<file path="src/rtl/fz_pkg.sv">
package fz_pkg;

  typedef enum logic [1:0] {S_IDLE, S_ACT, S_WAIT} st_e;

  typedef enum logic [2:0] {DLY_MIN, DLY_SHORT, DLY_LONG, DLY_CAL, DLY_SETTLE} dly_e;

  typedef struct packed {
    logic spt_lo;    // slew, pull-up, tristate low
    logic bhcfg_lo;
    logic bhcfg_hi;
    logic putri_hi;
    logic slew_hi;
    logic rrst_hi;
    logic rrst_lo;
    logic orst_hi;
    logic orst_lo;
    logic dll_hi;
    logic dll_lo;
    logic cal_hi;
    logic cal_lo;
    logic ch_end;    // last step of this channel
    dly_e dly;
  } act_t;

  function automatic int unsigned cyc_ceil(input int unsigned num, input int unsigned den);
    int unsigned r;
    r = (num + den - 1) / den;
    return (r < 1) ? 1 : r;
  endfunction

  function automatic int unsigned umax(input int unsigned a, input int unsigned b);
    return (a > b) ? a : b;
  endfunction

endpackage

</file>
<file path="src/rtl/fz_timer.sv">
module fz_timer #(
  parameter int unsigned W = 8
) (
  input  logic         clk_i,
  input  logic         rst_ni,
  input  logic         load_i,
  input  logic [W-1:0] val_i,
  output logic         expire_o
);

  logic [W-1:0] cnt_q;

  always_ff @(posedge clk_i or negedge rst_ni) begin
    if (!rst_ni)          cnt_q <= '0;
    else if (load_i)      cnt_q <= val_i;
    else if (cnt_q != '0) cnt_q <= cnt_q - 1'b1;
  end

  assign expire_o = (cnt_q == W'(1));

  AST_LOAD_NONZERO: assert property (@(posedge clk_i) disable iff (!rst_ni)
    load_i |-> (val_i != '0));
  AST_NO_WRAP: assert property (@(posedge clk_i) disable iff (!rst_ni)
    (!load_i && cnt_q == '0) |=> (cnt_q == '0));

endmodule

</file>
<file path="src/rtl/fz_step_dec.sv">
module fz_step_dec
  import fz_pkg::*;
(
  input  logic       thaw_i,
  input  logic       hv_i,
  input  logic [2:0] step_i,
  output act_t       act_o
);

  always_comb begin
    act_o = '0;
    unique case ({hv_i, thaw_i})
      2'b00: begin
        case (step_i)
          3'd0: begin act_o.spt_lo = 1'b1; act_o.dly = DLY_SHORT; end
          default: begin act_o.bhcfg_lo = 1'b1; act_o.ch_end = 1'b1; end
        endcase
      end
      2'b01: begin
        case (step_i)
          3'd0: begin act_o.bhcfg_hi = 1'b1; act_o.dly = DLY_SHORT; end
          3'd1: begin act_o.putri_hi = 1'b1; act_o.dly = DLY_SHORT; end
          default: begin act_o.slew_hi = 1'b1; act_o.ch_end = 1'b1; end
        endcase
      end
      2'b10: begin
        case (step_i)
          3'd0: act_o.spt_lo = 1'b1;
          3'd1: begin
            act_o.bhcfg_lo = 1'b1;
            act_o.rrst_hi  = 1'b1;
            act_o.orst_hi  = 1'b1;
          end
          default: begin
            act_o.cal_lo = 1'b1;
            act_o.dll_hi = 1'b1;
            act_o.ch_end = 1'b1;
          end
        endcase
      end
      default: begin
        case (step_i)
          3'd0: begin act_o.dll_lo = 1'b1; act_o.dly = DLY_LONG; end
          3'd1: begin act_o.cal_hi = 1'b1; act_o.dly = DLY_CAL; end
          3'd2: begin
            act_o.bhcfg_hi = 1'b1;
            act_o.orst_lo  = 1'b1;
            act_o.dly      = DLY_SETTLE;
          end
          3'd3: begin act_o.putri_hi = 1'b1; act_o.dly = DLY_LONG; end
          3'd4: begin act_o.rrst_lo = 1'b1; act_o.dly = DLY_LONG; end
          default: begin act_o.slew_hi = 1'b1; act_o.ch_end = 1'b1; end
        endcase
      end
    endcase
  end

endmodule

</file>
<file path="src/rtl/fz_ctrl.sv">
module fz_ctrl
  import fz_pkg::*;
#(
  parameter int unsigned NCH        = 4,
  parameter int unsigned CLK_MHZ    = 200,
  parameter int unsigned OSC_MHZ    = 30,
  parameter int unsigned SHORT_NS   = 20,
  parameter int unsigned LONG_NS    = 40,
  parameter int unsigned CAL_OSC    = 1000,
  parameter int unsigned SETTLE_OSC = 33
) (
  input  logic           clk_i,
  input  logic           rst_ni,
  input  logic           freeze_i,
  input  logic           thaw_i,
  output logic [NCH-1:0] slew_o,
  output logic [NCH-1:0] pullup_o,
  output logic [NCH-1:0] tristate_o,
  output logic [NCH-1:0] bushold_o,
  output logic [NCH-1:0] cfgdone_o,
  output logic           regrst_o,
  output logic           octrst_o,
  output logic           dllrst_o,
  output logic           calstart_o,
  output logic [NCH-1:0] frozen_o,
  output logic           busy_o,
  output logic           done_o
);

  localparam int unsigned D_SHORT  = cyc_ceil(SHORT_NS * CLK_MHZ, 1000);
  localparam int unsigned D_LONG   = cyc_ceil(LONG_NS * CLK_MHZ, 1000);
  localparam int unsigned D_CAL    = cyc_ceil(CAL_OSC * CLK_MHZ, OSC_MHZ);
  localparam int unsigned D_SETTLE = cyc_ceil(SETTLE_OSC * CLK_MHZ, OSC_MHZ);
  localparam int unsigned D_MAX    = umax(umax(D_SHORT, D_LONG), umax(D_CAL, D_SETTLE));
  localparam int unsigned TW       = $clog2(D_MAX + 1);
  localparam int unsigned CW       = (NCH > 1) ? $clog2(NCH) : 1;
  localparam logic [CW-1:0] HV_CH  = CW'(NCH - 1);

  st_e           st_q;
  logic          thaw_q;
  logic [CW-1:0] ch_q;
  logic [2:0]    step_q;
  logic          done_q;
  logic [NCH-1:0] slew_q, pu_q, tri_q, bh_q, cfg_q, frz_q;
  logic          rrst_q, orst_q, dll_q, cal_q;

  act_t          act;
  logic          hv;
  logic [TW-1:0] dly_val;
  logic          expire;

  assign hv = (ch_q == HV_CH);

  fz_step_dec u_dec (
    .thaw_i (thaw_q),
    .hv_i   (hv),
    .step_i (step_q),
    .act_o  (act)
  );

  always_comb begin
    case (act.dly)
      DLY_SHORT:  dly_val = TW'(D_SHORT);
      DLY_LONG:   dly_val = TW'(D_LONG);
      DLY_CAL:    dly_val = TW'(D_CAL);
      DLY_SETTLE: dly_val = TW'(D_SETTLE);
      default:    dly_val = TW'(1);
    endcase
  end

  fz_timer #(.W(TW)) u_tmr (
    .clk_i    (clk_i),
    .rst_ni   (rst_ni),
    .load_i   (st_q == S_ACT),
    .val_i    (dly_val),
    .expire_o (expire)
  );

  always_ff @(posedge clk_i or negedge rst_ni) begin
    if (!rst_ni) begin
      st_q   <= S_IDLE;
      thaw_q <= 1'b0;
      ch_q   <= '0;
      step_q <= '0;
      done_q <= 1'b0;
      slew_q <= '0;
      pu_q   <= '0;
      tri_q  <= '0;
      bh_q   <= '0;
      cfg_q  <= '0;
      frz_q  <= '1;
      rrst_q <= 1'b1;
      orst_q <= 1'b1;
      dll_q  <= 1'b1;
      cal_q  <= 1'b0;
    end else begin
      done_q <= 1'b0;
      case (st_q)
        S_IDLE: begin
          if (freeze_i || thaw_i) begin
            st_q   <= S_ACT;
            thaw_q <= !freeze_i;  // freeze has priority
            ch_q   <= '0;
            step_q <= '0;
          end
        end
        S_ACT: begin
          if (act.spt_lo) begin
            slew_q[ch_q] <= 1'b0;
            pu_q[ch_q]   <= 1'b0;
            tri_q[ch_q]  <= 1'b0;
          end
          if (act.bhcfg_lo) begin bh_q[ch_q] <= 1'b0; cfg_q[ch_q] <= 1'b0; end
          if (act.bhcfg_hi) begin bh_q[ch_q] <= 1'b1; cfg_q[ch_q] <= 1'b1; end
          if (act.putri_hi) begin pu_q[ch_q] <= 1'b1; tri_q[ch_q] <= 1'b1; end
          if (act.slew_hi)  slew_q[ch_q] <= 1'b1;
          if (act.rrst_hi)  rrst_q <= 1'b1;
          if (act.rrst_lo)  rrst_q <= 1'b0;
          if (act.orst_hi)  orst_q <= 1'b1;
          if (act.orst_lo)  orst_q <= 1'b0;
          if (act.dll_hi)   dll_q  <= 1'b1;
          if (act.dll_lo)   dll_q  <= 1'b0;
          if (act.cal_hi)   cal_q  <= 1'b1;
          if (act.cal_lo)   cal_q  <= 1'b0;
          if (act.ch_end) begin
            frz_q[ch_q] <= !thaw_q;
            step_q      <= '0;
            if (hv) begin
              st_q   <= S_IDLE;
              done_q <= 1'b1;
            end else begin
              ch_q <= ch_q + 1'b1;
              st_q <= S_WAIT;
            end
          end else begin
            step_q <= step_q + 1'b1;
            st_q   <= S_WAIT;
          end
        end
        default: if (expire) st_q <= S_ACT;
      endcase
    end
  end

  assign slew_o     = slew_q;
  assign pullup_o   = pu_q;
  assign tristate_o = tri_q;
  assign bushold_o  = bh_q;
  assign cfgdone_o  = cfg_q;
  assign regrst_o   = rrst_q;
  assign octrst_o   = orst_q;
  assign dllrst_o   = dll_q;
  assign calstart_o = cal_q;
  assign frozen_o   = frz_q;
  assign busy_o     = (st_q != S_IDLE);
  assign done_o     = done_q;

  AST_DONE_PULSE: assert property (@(posedge clk_i) disable iff (!rst_ni)
    done_o |=> !done_o);
  AST_DONE_IDLE: assert property (@(posedge clk_i) disable iff (!rst_ni)
    done_o |-> !busy_o);
  AST_IDLE_HOLD: assert property (@(posedge clk_i) disable iff (!rst_ni)
    !busy_o |=> ($stable(frozen_o) && $stable(slew_o) && $stable(bushold_o)));
  AST_DLL_BEFORE_CAL: assert property (@(posedge clk_i) disable iff (!rst_ni)
    $rose(calstart_o) |-> !dllrst_o);
  AST_CAL_BEFORE_BH: assert property (@(posedge clk_i) disable iff (!rst_ni)
    $rose(bushold_o[NCH-1]) |-> (calstart_o && !dllrst_o));

  for (genvar k = 0; k < NCH; k++) begin : g_chk
    AST_SLEW_LAST: assert property (@(posedge clk_i) disable iff (!rst_ni)
      $rose(slew_o[k]) |-> (pullup_o[k] && bushold_o[k]));
    if (k > 0) begin : g_ord
      AST_ORDER_UP: assert property (@(posedge clk_i) disable iff (!rst_ni)
        $rose(frozen_o[k]) |-> frozen_o[k-1]);
      AST_ORDER_DN: assert property (@(posedge clk_i) disable iff (!rst_ni)
        $fell(frozen_o[k]) |-> !frozen_o[k-1]);
    end
  end

endmodule

</file>
<file path="config.mk">
export PLATFORM = sky130hd
export DESIGN_NAME = fz_ctrl
export DESIGN_NICKNAME = d
export VERILOG_FILES = /design/src/rtl/fz_pkg.sv /design/src/rtl/fz_timer.sv /design/src/rtl/fz_step_dec.sv /design/src/rtl/fz_ctrl.sv
export SDC_FILE = /design/constraint.sdc
export NUM_CORES = 1
export LEC_CHECK = 0
export ABC_AREA = 1
export BUFFER_PORTS_ARGS = -buffer_cell sky130_fd_sc_hd__buf_4
export CAP_MARGIN = 30
export CELL_PAD_IN_SITES_DETAIL_PLACEMENT = 1
export CELL_PAD_IN_SITES_GLOBAL_PLACEMENT = 2
export CORE_AREA = 5 5 98 100
export CTS_BUF_LIST = sky130_fd_sc_hd__clkbuf_2 sky130_fd_sc_hd__clkbuf_4 sky130_fd_sc_hd__clkbuf_8
export CTS_CLUSTER_SIZE = 16
export DETAILED_ROUTE_END_ITERATION = 6
export DIE_AREA = 0 0 103 105
export GPL_TIMING_DRIVEN = 0
export PLACE_DENSITY = 0.88
export RECOVER_POWER = 50
export SLEW_MARGIN = 20
export SYNTH_ARGS = -nofsm -noshare
export SYNTH_HDL_FRONTEND = slang
export SYNTH_HIERARCHICAL = 1
export SYNTH_SLANG_ARGS = --single-unit
</file>
<file path="constraint.sdc">
create_clock -name clk_i -period 3.05 [get_ports clk_i]
set_clock_uncertainty 0.2 [all_clocks]
set_input_delay 0.61 -clock clk_i [delete_from_list [all_inputs] [get_ports clk_i]]
set_output_delay 0.61 -clock clk_i [all_outputs]
set_load 0.01 [all_outputs]
</file>
# Word level (Yosys, flattened, before mapping)
# Index checks and enable logic that the tools add are counted.
totals:
  register_bits: 50
  inputBits: 4
op_classes:
  bitwise: 11
  addsub: 3
  n_lt_le_gt_ge: 2
  eq_ne: 16
  n_mux: 65
  reduce_logical: 30
ops:
  columns: ["cell", "count"]
  rows:
  - ["4-bit 2-to-1 mux", 15]
  - ["13-bit one-hot mux with 4 select lines", 1]
  - ["1-bit 2-to-1 mux", 26]
  - ["13-bit 2-to-1 mux", 2]
  - ["4-bit bitwise AND", 5]
  - ["4-bit bitwise OR", 5]
  - ["2-bit 2-to-1 mux", 9]
  - ["3-bit one-hot mux with 3 select lines", 2]
  - ["2-bit AND reduction", 8]
  - ["2-bit nonzero test", 7]
  - ["13-bit by 1-bit == test with 1-bit output, second input constant", 1]
  - ["13-bit nonzero test", 1]
  - ["13-bit by 1-bit subtractor with 13-bit output, second input constant", 1]
  - ["3-bit by 2-bit == test with 1-bit output, second input constant", 4]
  - ["2-bit one-hot mux with 2 select lines", 3]
  - ["3-bit one-hot mux with 2 select lines", 2]
  - ["3-bit by 1-bit == test with 1-bit output, second input constant", 2]
  - ["3-bit == test, second input constant", 2]
  - ["3-bit 2-to-1 mux", 2]
  - ["2-bit != test, second input constant", 3]
  - ["3-bit OR reduction", 2]
  - ["5-bit OR reduction", 1]
  - ["4-bit bitwise mux", 1]
  - ["2-bit by 1-bit == test with 1-bit output, second input constant", 2]
  - ["16 further kinds", 20]

# Longest topological paths before layout
logic_depth:
  ltp_word: 10
  depth_mapped: 13

# Hierarchy
# The synthesis kept the hierarchy.
by_module_without_submodules:
  columns: ["module", "instances", "cells_per_inst", "area_per_inst_um2", "seq_area_each_um2"]
  rows:
  - ["fz_ctrl", 1, 188, 1731.7, 934.6]
  - ["fz_timer", 1, 138, 988.4, 325.3]
  - ["fz_step_dec", 1, 47, 265.3, 0.0]

# Worst setup path after synthesis
# No wires, ideal clock.
synth_timing:
  path_kind: "reg2reg"
  startpoint: "register ch_q[0]"
  endpoint: "register u_tmr.cnt_q[6]"
  required_ps: 2736
  setup_time_ps: 114
  synth_period_minus_slack_ps: 2190
  t_arrival_ps: 1876
  setup_slack_ps: 860
  path_stages_with_launch: 12
  cell_sequence: "dfrtp_1 -> ha_1 -> ha_1 -> inv_2 -> nand2_1 -> o22ai_2 -> inv_1 -> nand3_1 -> inv_1 -> or2_2 -> nand2_1 -> nor2_1"
synth_lines:
  columns: ["element", "line_no", "source"]
  rows:
  - ["from (decl)", "fz_ctrl.sv:41", "logic [CW-1:0] ch_q;"]
  - ["from (signal assigned)", "fz_ctrl.sv:132", "ch_q <= ch_q + 1'b1;"]
  - ["to (signal assigned)", "fz_timer.sv:15", "else if (load_i) cnt_q <= val_i;"]
  - ["to (signal assigned)", "fz_timer.sv:16", "else if (cnt_q != '0) cnt_q <= cnt_q - 1'b1;"]
  - ["to (decl)", "fz_timer.sv:11", "logic [W-1:0] cnt_q;"]

==> flow_metrics.py <==
metrics = {
    "setup_path": {
        "cp_slowest_stage_delay_ns": 0.42,
        "crit_path_end_kind": "register",
        "rr_worst_depth": 11,
        "path_cells": "ha_1 > inv_1 > ha_1 > a21oi_1 > o22ai_2 > inv_1 > nand3_1 > nand3_1 > o21ai_0 > a21oi_1 > a21oi_2",
        "cp_slowest_cell": "dfrtp_1",
        "worstSetupPathType": "register to register",
        "rr_endpoint": "u_tmr/cnt_q[0]",
        "worstSetupStartpointType": "register",
        "cp_data_arrival_time_ns": 2.54,
        "crit_required_ns": 3.04,
        "startpoint": "ch_q[0]",
        "r2r_start": "ch_q[0]",
        "critPathTopFamily": "compound AO/OA/AOI/OAI gates",
        "cp_max_fo": 9,
        "cp_num_buf_inv": 2,
        "reg2reg_slack_ns": 0.50,
    },
    "clock_tree": {
        "clock_sinks": 50,
        "cts_buffer_depth": 2,
        "clk_pin_slew_ns": 0.10,
        "clock_latency_ns": 0.31,
        "cts_hold_buf": 0,
        "numCtsBuffers": 5,
        "clock-root-buffer": "clkbuf_8",
        "cts_tree": "built",
        "cts_setup_buffers": 0,
        "cts.repair.resized": 0,
        "htree_levels": 2,
    },
    "cells_and_area": {
        "final_cell_mix": "nand2_1, inv_1, dfrtp_1",
        "syn2layout_area_growth_pct": 15.2,
        "multi_input_area_mm2": 0.00142,
        "num_antenna_cells": 0,
        "fin_nets": 432,
        "drive_above_1_share": 0.226,
        "regArea_mm2": 0.00126,
        "final_util": 0.400,
        "design_area_mm2": 0.00344,
        "final_common_cell": "nand2_1",
        "nFillCells": 1060,
    },
    "worst_hold_path": {
        "min_delay_path_depth": 2,
        "hold_start": "octrst_o",
        "hold_path.class": "register to register",
        "worstHoldEndpoint": "octrst_o",
    },
    "grt": {
        "grt_max_degree": 51,
        "grt_pass1_vias": 2717,
        "grt_pass1_wl_mm": 13.0,
        "overflow": 0,
        "track_usage": 0.149,
        "antenna_found_initial": 0,
    },
    "yosys": {
        "yosys_warnings": 6,
        "ys_ff_latch": 50,
        "synthTopCellsByArea": "dfrtp_1, nand2_1, dfstp_2",
        "yosys.area.top_type": "dfrtp_1",
        "ys_seq_area_frac": 0.422,
        "synth_top_area_frac": 0.360,
        "ys_types": 35,
        "synth_cells": 373,
        "synth.cell_area_mm2": 0.00299,
        "synth.avg_cell_area_um2": 8.00,
    },
    "sta": {
        "setup_viol": 0,
        "timing_hold_violations_final": 0,
        "slew_violations": 0,
        "finalCriticalPeriod_ns": 2.55,
        "final.setup.tns_ns": 0,
        "rsz0062_at_grt": "no",
        "timing.hold.ws_ns": 0.282,
        "tightest_slew_ns": 1.26,
        "max_freq_ghz": 0.393,
        "fin_ws_ns": 0.504,
        "layout_worst_path_cycle_share": 0.835,
        "relSlewSlack": 0.160,
    },
    "drt": {
        "drtIter0Drc": 53,
        "ant_nets": 0,
        "drcViolationCount": 0,
        "wire_per_inst_um": 14.2,
        "vias_per_cell": 4.73,
        "drt_wl_total_mm": 7.42,
        "vias": 2479,
        "dr.pass1.iters": 4,
    },
    "status": {
        "status": "finished clean",
    },
    "power": {
        "p_per_area_mw_per_mm2": 768,
        "vdd_drop_max_mv": 0.306,
        "p_leak_uw": 0.00171,
    },
    "floorplanning": {
        "die_h_um": 105,
        "std_cell_rows": 34,
        "io_pins": 34,
        "start_util": 0.347,
        "die_w_um": 103,
        "die_area_mm2": 0.0108,
        "core-area_mm2": 0.00859,
    },
    "place": {
        "gp_routability_congestion": 0.759,
        "dp_slack_ns": 0.528,
        "place_area_mm2": 0.00338,
        "io_buffers": 33,
        "dpl.hpwl_mm": 5.78,
    },
    "flow_run": {
        "max-cap-violations": 0,
    },
}
state kept, by name (all words and copies together) (netlist names):
signal	cells
octrst_o	1
step_q	3
ch_q	2
slew_o	4
tristate_o	4
regrst_o	1
bushold_o	4
pullup_o	4
thaw_q	1
calstart_o	1
done_o	1
dllrst_o	1
frozen_o	4
st_q	2
u_tmr/cnt_q	13
cfgdone_o	4
how the worst max path moves through the flow:
stage,to,slack [ns],cells past startpoint
finish,u_tmr/cnt_q[0],0.50,11
global route,u_tmr/cnt_q[0],0.24,11
CTS,u_tmr/cnt_q[0],0.51,11
detailed placement,u_tmr/cnt_q[0],0.53,11
global placement,u_tmr/cnt_q[0],0.60,11
floorplan,u_tmr/cnt_q[6],0.86,11
power by group:
part / leakage [µW] / switching, µW / total, µW / internal, µW
combinational: 0.00102 / 735 / 1120 / 384
clock: 0.0000618 / 234 / 504 / 270
sequential: 0.000631 / 174 / 1020 / 845
total: 0.00171 / 1140 / 2640 / 1500
cell usage after synthesis (all sizes together):
cell type / instances
nand2: 100
inv: 59
dfrtp: 43
nor2: 43
o21ai: 40
nand3: 29
ha: 13
a21oi: 9
buf: 8
dfstp: 7
a22oi: 4
o22ai: 4
or2: 4
nor3: 3
nand4: 2
and2: 1
conb: 1
nor4: 1
o21bai: 1
xor2: 1
metal layers:
| layer | track usage | routed length [µm] | vias to the layer above |
|---|---|---|---|
| met5 | 0 | 0 | - |
| met4 | 0.0379 | 89 | 0 |
| met3 | 0.0220 | 191 | 8 |
| met2 | 0.253 | 3610 | 30 |
| met1 | 0.197 | 3530 | 1188 |
| li1 | - | - | 1253 |
worst min-delay path, stage by stage, from the launching register on:
cell	delay, ns
dfstp_2	0.38
inv_1	0.06
a22oi_2	0.05
logic make-up after synthesis:
family | synth area share
flip-flops | 0.422
XOR/XNOR | 0.00293
AND/OR/NAND/NOR | 0.296
adder cells (fa/ha/maj) | 0.0545
AO/OA/AOI/OAI | 0.121
buffers and inverters | 0.102
other | 0.00126
stage by stage:
| stage | std cells | power [µW] |
|---|---|---|
| floorplan | 375 | 1830 |
| global placement | 516 | 2140 |
| detailed placement | 516 | 2200 |
| CTS | 524 | 2720 |
| global route | 524 | 2890 |
| finish | 524 | 2640 |
cell type report:
class,count,area share
multi-input cells,258,0.414
flip-flops and latches,50,0.366
inverters,59,0.0659
repair buffers,33,0.0560
well taps,108,0.0393
clock buffers,6,0.0240
plain buffers,8,0.0229
clock inverters,2,0.0113
No activity file was read; power rests on OpenSTA's default activity.
